## src/rtl/dram_pkg.sv

```systemverilog
package dram_pkg;
  typedef enum logic [2:0] {
    CYC_STANDBY  = 3'd0,
    CYC_READ     = 3'd1,
    CYC_EARLY_WR = 3'd2,
    CYC_LATE_WR  = 3'd3,
    CYC_RAS_ONLY = 3'd4,
    CYC_CBR      = 3'd5,
    CYC_HIDDEN   = 3'd6
  } cyc_e;

  typedef enum logic [2:0] {
    ST_IDLE, // row strobe high, no data held
    ST_ROW,  // row open, column strobe high
    ST_COL,  // row open, column access running
    ST_CBR,  // counter refresh in progress
    ST_HOLD  // row strobe high, column strobe still low from a read
  } st_e;
endpackage

```

## src/rtl/dram_cycle_ctrl.sv

```systemverilog
module dram_cycle_ctrl
  import dram_pkg::*;
#(
  parameter int ADDR_W      = 10,
  parameter int DATA_W      = 8,
  parameter int ROW_BITS    = 3,
  parameter int COL_BITS    = 3,
  parameter int WAKE_CYCLES = 8
) (
  input  logic                         clk,
  input  logic                         rst_n,
  input  logic                         ras_n,
  input  logic                         cas_n,
  input  logic                         we_n,
  input  logic                         oe_n,
  input  logic [ADDR_W-1:0]            addr,
  input  logic [DATA_W-1:0]            din,
  input  logic                         ras_fall,
  input  logic                         ras_rise,
  input  logic                         cas_fall,
  input  logic                         cas_rise,
  input  logic                         we_fall,
  input  logic [DATA_W-1:0]            mem_rdata,
  output logic                         mem_we,
  output logic [ROW_BITS+COL_BITS-1:0] mem_idx,
  output logic [DATA_W-1:0]            mem_wdata,
  output logic [DATA_W-1:0]            dout,
  output logic                         dout_en,
  output logic [2:0]                   cyc_type,
  output logic [ADDR_W-1:0]            last_row,
  output logic                         proto_err
);
  localparam int WAKE_W = $clog2(WAKE_CYCLES + 1);

  st_e                  st_q, st_n;
  cyc_e                 typ_q, typ_n;
  logic                 vld_q, vld_n;
  logic [DATA_W-1:0]    dat_q, dat_n;
  logic [ROW_BITS-1:0]  row_q, row_n;
  logic [COL_BITS-1:0]  col_q, col_n;
  logic [ADDR_W-1:0]    cnt_q, cnt_n;
  logic [ADDR_W-1:0]    last_q, last_n;
  logic [WAKE_W-1:0]    wake_q, wake_n;
  logic                 err_q, err_n;
  logic                 en_q;
  logic                 woke;
  logic                 cnt_refresh;

  assign woke = (wake_q >= WAKE_W'(WAKE_CYCLES));

  always_comb begin
    st_n        = st_q;
    typ_n       = typ_q;
    vld_n       = vld_q;
    dat_n       = dat_q;
    row_n       = row_q;
    col_n       = col_q;
    cnt_n       = cnt_q;
    last_n      = last_q;
    wake_n      = wake_q;
    err_n       = 1'b0;
    mem_we      = 1'b0;
    mem_wdata   = din;
    mem_idx     = {row_q, addr[COL_BITS-1:0]};
    cnt_refresh = 1'b0;

    if (ras_fall && !woke) wake_n = wake_q + WAKE_W'(1);

    unique case (st_q)
      ST_IDLE, ST_HOLD: begin
        if (ras_fall && !cas_n) begin
          st_n        = ST_CBR;
          typ_n       = (st_q == ST_HOLD) ? CYC_HIDDEN : CYC_CBR;
          last_n      = cnt_q;
          cnt_n       = cnt_q + ADDR_W'(1);
          cnt_refresh = 1'b1;
        end else if (ras_fall) begin
          st_n   = ST_ROW;
          typ_n  = CYC_RAS_ONLY;
          row_n  = addr[ROW_BITS-1:0];
          last_n = addr;
        end else if (st_q == ST_HOLD && cas_rise) begin
          st_n = ST_IDLE;
        end
      end
      ST_ROW: begin
        if (ras_rise) begin
          st_n = ST_IDLE;
          if (cas_fall) err_n = 1'b1;
        end else if (cas_fall) begin
          st_n  = ST_COL;
          col_n = addr[COL_BITS-1:0];
          if (!woke) err_n = 1'b1;
          if (!we_n) begin
            mem_we = 1'b1;
            typ_n  = CYC_EARLY_WR;
            vld_n  = 1'b0;
          end else begin
            typ_n = CYC_READ;
            vld_n = 1'b1;
            dat_n = mem_rdata;
          end
        end
      end
      ST_COL: begin
        mem_idx = {row_q, col_q};
        if (we_fall && !cas_n && !ras_n && typ_q != CYC_EARLY_WR) begin
          mem_we = 1'b1;
          typ_n  = CYC_LATE_WR;
          dat_n  = din;
        end
        if (ras_rise && cas_rise) st_n = ST_IDLE;
        else if (cas_rise)        st_n = ST_ROW;
        else if (ras_rise)        st_n = ST_HOLD;
      end
      ST_CBR: begin
        if (ras_rise) st_n = (vld_q && !cas_n) ? ST_HOLD : ST_IDLE;
      end
      default: st_n = ST_IDLE;
    endcase

    if (cas_n) vld_n = 1'b0;
    if (ras_n && cas_n) typ_n = CYC_STANDBY;
  end

  always_ff @(posedge clk) begin
    if (!rst_n) begin
      st_q   <= ST_IDLE;
      typ_q  <= CYC_STANDBY;
      vld_q  <= 1'b0;
      dat_q  <= '0;
      row_q  <= '0;
      col_q  <= '0;
      cnt_q  <= '0;
      last_q <= '0;
      wake_q <= '0;
      err_q  <= 1'b0;
      en_q   <= 1'b0;
    end else begin
      st_q   <= st_n;
      typ_q  <= typ_n;
      vld_q  <= vld_n;
      dat_q  <= dat_n;
      row_q  <= row_n;
      col_q  <= col_n;
      cnt_q  <= cnt_n;
      last_q <= last_n;
      wake_q <= wake_n;
      err_q  <= err_n;
      en_q   <= vld_n & ~oe_n;
    end
  end

  assign dout      = en_q ? dat_q : '0;
  assign dout_en   = en_q;
  assign cyc_type  = typ_q;
  assign last_row  = last_q;
  assign proto_err = err_q;

  // each counter refresh moves the counter on by exactly one
  assert_cnt_step_R2: assert property (@(posedge clk) disable iff (!rst_n)
    cnt_refresh |=> (cnt_q == $past(cnt_q) + ADDR_W'(1)));

  // an early write never drives the bus
  assert_early_quiet_R4: assert property (@(posedge clk) disable iff (!rst_n)
    (typ_q == CYC_EARLY_WR) |-> !en_q);

  // the misuse flag is a single-cycle pulse
  assert_err_pulse_R10: assert property (@(posedge clk) disable iff (!rst_n)
    err_q |=> !err_q);

  // a plain counter refresh leaves the bus undriven
  assert_cbr_quiet_R2: assert property (@(posedge clk) disable iff (!rst_n)
    (typ_q == CYC_CBR) |-> !en_q);
endmodule

```

## config.mk

```make
export PLATFORM = sky130hd
export DESIGN_NAME = dram_cycle_ctrl
export DESIGN_NICKNAME = d
export VERILOG_FILES = /design/src/rtl/dram_pkg.sv /design/src/rtl/dram_cycle_ctrl.sv
export SDC_FILE = /design/constraint.sdc
export NUM_CORES = 1
export LEC_CHECK = 0
export BUFFER_PORTS_ARGS = -buffer_cell sky130_fd_sc_hd__buf_2
export CELL_PAD_IN_SITES_DETAIL_PLACEMENT = 1
export CELL_PAD_IN_SITES_GLOBAL_PLACEMENT = 1
export CORE_AREA = 2 2 123 65
export DETAILED_ROUTE_END_ITERATION = 8
export DIE_AREA = 0 0 125 67
export HOLD_SLACK_MARGIN = 0.12
export PLACE_DENSITY = 0.81
export RECOVER_POWER = 100
export SLEW_MARGIN = 0
export SYNTH_ARGS = -nofsm -noshare
export SYNTH_HDL_FRONTEND = slang
export SYNTH_SLANG_ARGS = --single-unit
export TNS_END_PERCENT = 10
```

## constraint.sdc

```tcl
create_clock -name clk -period 2 [get_ports clk]
set_clock_uncertainty 0.15 [all_clocks]
set_input_delay 0.4 -clock clk [delete_from_list [all_inputs] [get_ports clk]]
set_output_delay 0.4 -clock clk [all_outputs]
set_load 0.1 [all_outputs]
```

After elaboration in Yosys (flattened, before gate mapping)
Cells that the tools add are included.
{"block": "totals", "out_inout_bits": 38, "wordCells": 101, "inputBits": 37, "register_bits": 47}
{"block": "classes", "add_sub_neg": 2, "n_bitwise": 5, "reduce_logical": 26, "eq_ne": 14, "magnitude_cmp": 1, "n_mux": 42}
{"op": "$mux W3", "n": 16}
{"op": "$mux W8", "n": 5}
{"op": "$mux W10", "n": 2}
{"op": "$pmux W8 S2", "n": 1}
{"op": "$mux W1", "n": 13}
{"op": "$pmux W3 S4", "n": 1}
{"op": "$add A10 B1 Y10 const B", "n": 1}
{"op": "$ne A2 B2 Y1 const B", "n": 5}
{"op": "$reduce_and A5 Y1", "n": 2}
{"op": "$logic_and A1 B1 Y1", "n": 9}
{"op": "$pmux W3 S3", "n": 1}
{"op": "$ne A4 B4 Y1 const B", "n": 2}
{"op": "$eq A3 B2 Y1 const B", "n": 2}
{"op": "$ne A3 B3 Y1 const B", "n": 2}
{"op": "$reduce_and A2 Y1", "n": 3}
{"op": "$reduce_and A3 Y1", "n": 2}
{"op": "$add A4 B1 Y4 const B", "n": 1}
{"op": "$ge A4 B4 Y1 const B", "n": 1}
{"op": "$mux W2", "n": 2}
{"op": "$not A1 Y1", "n": 4}
{"op": "$reduce_and A4 Y1", "n": 1}
{"op": "$reduce_bool A2 Y1", "n": 2}
{"op": "$reduce_or A2 Y1", "n": 2}
{"op": "$eq A3 B1 Y1 const B", "n": 1}
{"op": "7 further kinds", "n": 9}

Longest topological paths before layout
{"block": "depth", "ltp_word": 6, "mapped_depth": 6, "mapped_depth_nobuf": 4}

Least setup slack after synthesis
No wires, ideal clock.
{"block": "synth_path", "path_type": "flip-flop to output port", "startpoint": "register st_q[1]", "endpoint": "output port mem_we", "t_arrival_ns": 3.118, "path_slack_ns": -1.668, "t_required_ns": 1.450, "n_path_buf": 1, "stages_incl_launch_ff": 5, "path_cell_list": "dfxtp_1 -> buf_2 -> nand3b_1 -> or3_1 -> o21ai_0"}
{"block": "synth_between", "elab_chain_cells": 2, "elab_cells_between_ends": 3, "classes_between": "eq/ne (2); mux (1)"}
{"item": "start: declaration", "line_no": "dram_cycle_ctrl.sv:35", "source": "st_e st_q, st_n;"}
{"item": "start signal: assignment", "line_no": "dram_cycle_ctrl.sv:140", "source": "st_q <= st_n;"}
{"item": "$eq A3 B2 Y1 or $eq A3 B1 Y1 (tied branches)", "line_no": "dram_cycle_ctrl.sv:69", "source": "unique case (st_q)"}
{"item": "$pmux W1 S2 (*)", "line_no": "dram_cycle_ctrl.sv:69"}
{"item": "end: declaration", "line_no": "dram_cycle_ctrl.sv:24", "source": "output logic mem_we,"}
Mark *: on every way between the ends. The rest lies on a longest branch, timed or not.

Worst setup path after layout
Ends and elaborated chain as after synthesis.

==> qor.yml <==
status: "complete, but fails checks"
violations: "setup timing"
cts.sinks: 47
cts_tree: "built"
dieArea_um2: 8380
wl_met1_mm: 2.97
ys_types: 49
cp_max_fo: 7
seqPwrFrac_pct: 39.5
grt_overflow: 0
fin_ws_ns: -0.0731
pwr-share-comb_pct: 22.8
synth.top_cell.area_share_pct: 40.1
finalCriticalPeriod_ns: 2.07
cts_buffer_depth: 2
io_buffers: 74
grt_first_pass_wirelength_mm: 11.6
start_util_pct: 32.5
root_buffer: "clkbuf_16"
synth_seq_area_share_pct: 40.1
fin_area_um2: 3140
ys.flop_type: "dfxtp_1"
syn_nets: 315
clk_latency_ns: 0.29
setup_viol: 4
leakage_nw: 1.36
drive_gt1_share_pct: 36.1
area_growth_pct: 34.1
power_switching_w: 0.000798
placed_cell_area_um2: 2910
drt_iter0_drc: 77
crit_required_ns: 1.45
power_density_nw_per_um2: 802
wl_met3_um: 250
ir_worst_vdd_mv: 0.314
synth-edff-count: 0
clk_pin_slew_ns: 0.06
setup.worst_path.start_class: "flop"
ys_ff_latch: 47
hold_viol: 0
wirelength_mm: 6.97
utilization_pct: 43.6
rsz0062_at_grt: "yes"
drv_cap: 0
cts_buffers: 5
grt_start_max_net_pins: 18
synth_async_sr_flop_share_pct: 0
top_layer_used: "met4"
met2RoutedLength_mm: 3.63
fin_crit_sh_pct: 104
syn_inst: 275
routabilityCongestion: 0.937
power.share.switching_pct: 31.7
grt.total_usage_pct: 17.3
die_w_um: 125
yosys_warnings: 0
detail_route.vias_per_cell: 5.06
nets: 391
coreArea_um2: 7210
drc: 0
hold_path.class: "input port to flop"
arrival_ns: 1.52
synth_top_cell_by_area: "dfxtp_1"
cp-end-kind: "primary output"
tightestPinTransition_ns: 0.554
hpwl_mm: 5.15
diodes: 0
internal_power_w: 0.00172
fill_cells: 879
critical_path_class: "flop to primary output"
die_h_um: 67
wl_per_cell_um: 15.6
synthTopCellsByArea: "dfxtp_1 40%, nand2_1 5.8%, a21oi_1 5.3%"
max_freq_mhz: 482
row_count: 22
antenna_found_initial: 0
ios: 75
slew_headroom_pct: 62.1
firstDrtPassIters: 4
ant_nets: 0
h-tree-depth: 2
clockPowerShare_pct: 37.7
syn_area_um2: 2340
syn_area_per_cell_um2: 8.52
timing.final.max_slew_violations: 0
grt_pass1_vias: 2479
num_vias: 2267
==> per-layer routing <==
layer	up-vias	global-route usage [%]
met1	1088	19.1
met3	15	4.02
li1	1117	-
met2	47	33.0
met5	-	0
met4	0	6.39
==> cells by family (layout without fill, tap and decap cells) <==
family	after synthesis	after routing	share of synthesized area (%)
and+or+nand+nor	113	113	25.8
AOI/OAI and AO/OA	58	58	16.4
DFF	47	47	40.1
buffers and inverters	32	109	6.89
muxes	12	12	5.29
xor gates and xnor gates	9	9	3.36
adders and majority gates	4	4	2.03
==> synthesized netlist by cell type (2+ instances only) <==
cell,instances
nand3b_1,2
buf_1,4
and3_1,2
nor4bb_1,2
buf_4,8
nand4_1,4
mux2_2,3
buf_2,3
xnor2_1,2
and2_1,8
a21o_1,3
a21oi_1,25
ha_1,3
nor3_1,4
nand3_1,10
nand2b_1,10
nor3b_1,3
mux2i_1,9
o211ai_1,8
nor2_1,16
or3_1,3
clkbuf_1,10
a2111oi_0,3
o221ai_1,9
nor2b_1,4
xor2_1,7
inv_1,5
o21ai_0,3
nand2_1,36
dfxtp_1,47
==> timing repair <==
action / CTS / global route
buffers inserted: 2 / 0
setup endpoints to repair: 4 / 4
resized for setup: 14 / 1
hold buffers: 0 / 0
cloned: 0 / 0
==> power groups by stage <==
stage	Combinational, W	Sequential [W]	Clock, W
6_report	0.000576	0.000996	0.000950
5_1_grt	0.000609	0.000999	0.00102
4_1_cts	0.000577	0.000995	0.000967
3_5_place_dp	0.000555	0.00102	0
3_3_place_gp	0.000541	0.00101	0
2_1_floorplan	0.000285	0.00115	0
==> final timing paths <==
check                           depth (start not counted)  slack [ns]         from     endpoint
worst max-delay path                                    4       -0.07      st_q[1]       mem_we
worst min-delay path                                    2        0.13         oe_n      dout_en
worst max register to register                          4        0.14  cyc_type[1]     dat_q[3]
worst min register to register                          2        0.30  last_row[7]  last_row[7]
==> state kept, by name, summed over array words and instances (netlist names), 3 cells and up <==
register and cells:
cnt_q 10, col_q 3, cyc_type 3, dat_q 8, last_row 10, row_q 3
st_q 3, wake_q 4
==> stage by stage <==
step                hold slack, ns  power, W  instances  setup TNS, ns  setup slack, ns
detailed placement           0.294   0.00157        438              0           0.0375
CTS                          0.121   0.00254        448         -0.228          -0.0777
finish                       0.125   0.00252        448         -0.241          -0.0731
global route                 0.127   0.00262        448         -0.385           -0.120
floorplan                    0.283   0.00143        275         -0.387           -0.138
global placement             0.289   0.00155        438              0           0.0952
==> worst max-delay path, cell delays in order (launching register included) <==
cell	delay, ns
dfxtp_4	0.36
nand3b_1	0.18
or3_4	0.36
o21ai_4	0.15
buf_12	0.19
==> cells in the final DEF (no fill, tap or decap), drive strengths merged, types with 7 or more instances in the layout <==
cell    instances
nand3          10
buf            94
nand2b         10
o211ai          8
xor2            7
dfxtp          47
mux2i           9
nor2           16
nand2          37
and2            8
o221ai          9
a21oi          25
==> cell type report <==
cell class	count	area, um2	area share (%)
repair buffers	95	587	18.7
clock buffers	5	125	3.98
flip-flops and latches	47	955	30.4
inverters	6	22.5	0.717
clock inverters	3	43.8	1.39
well taps	96	120	3.82
multi-input cells	196	1290	41.0
Power figures use the tool's default switching activity.
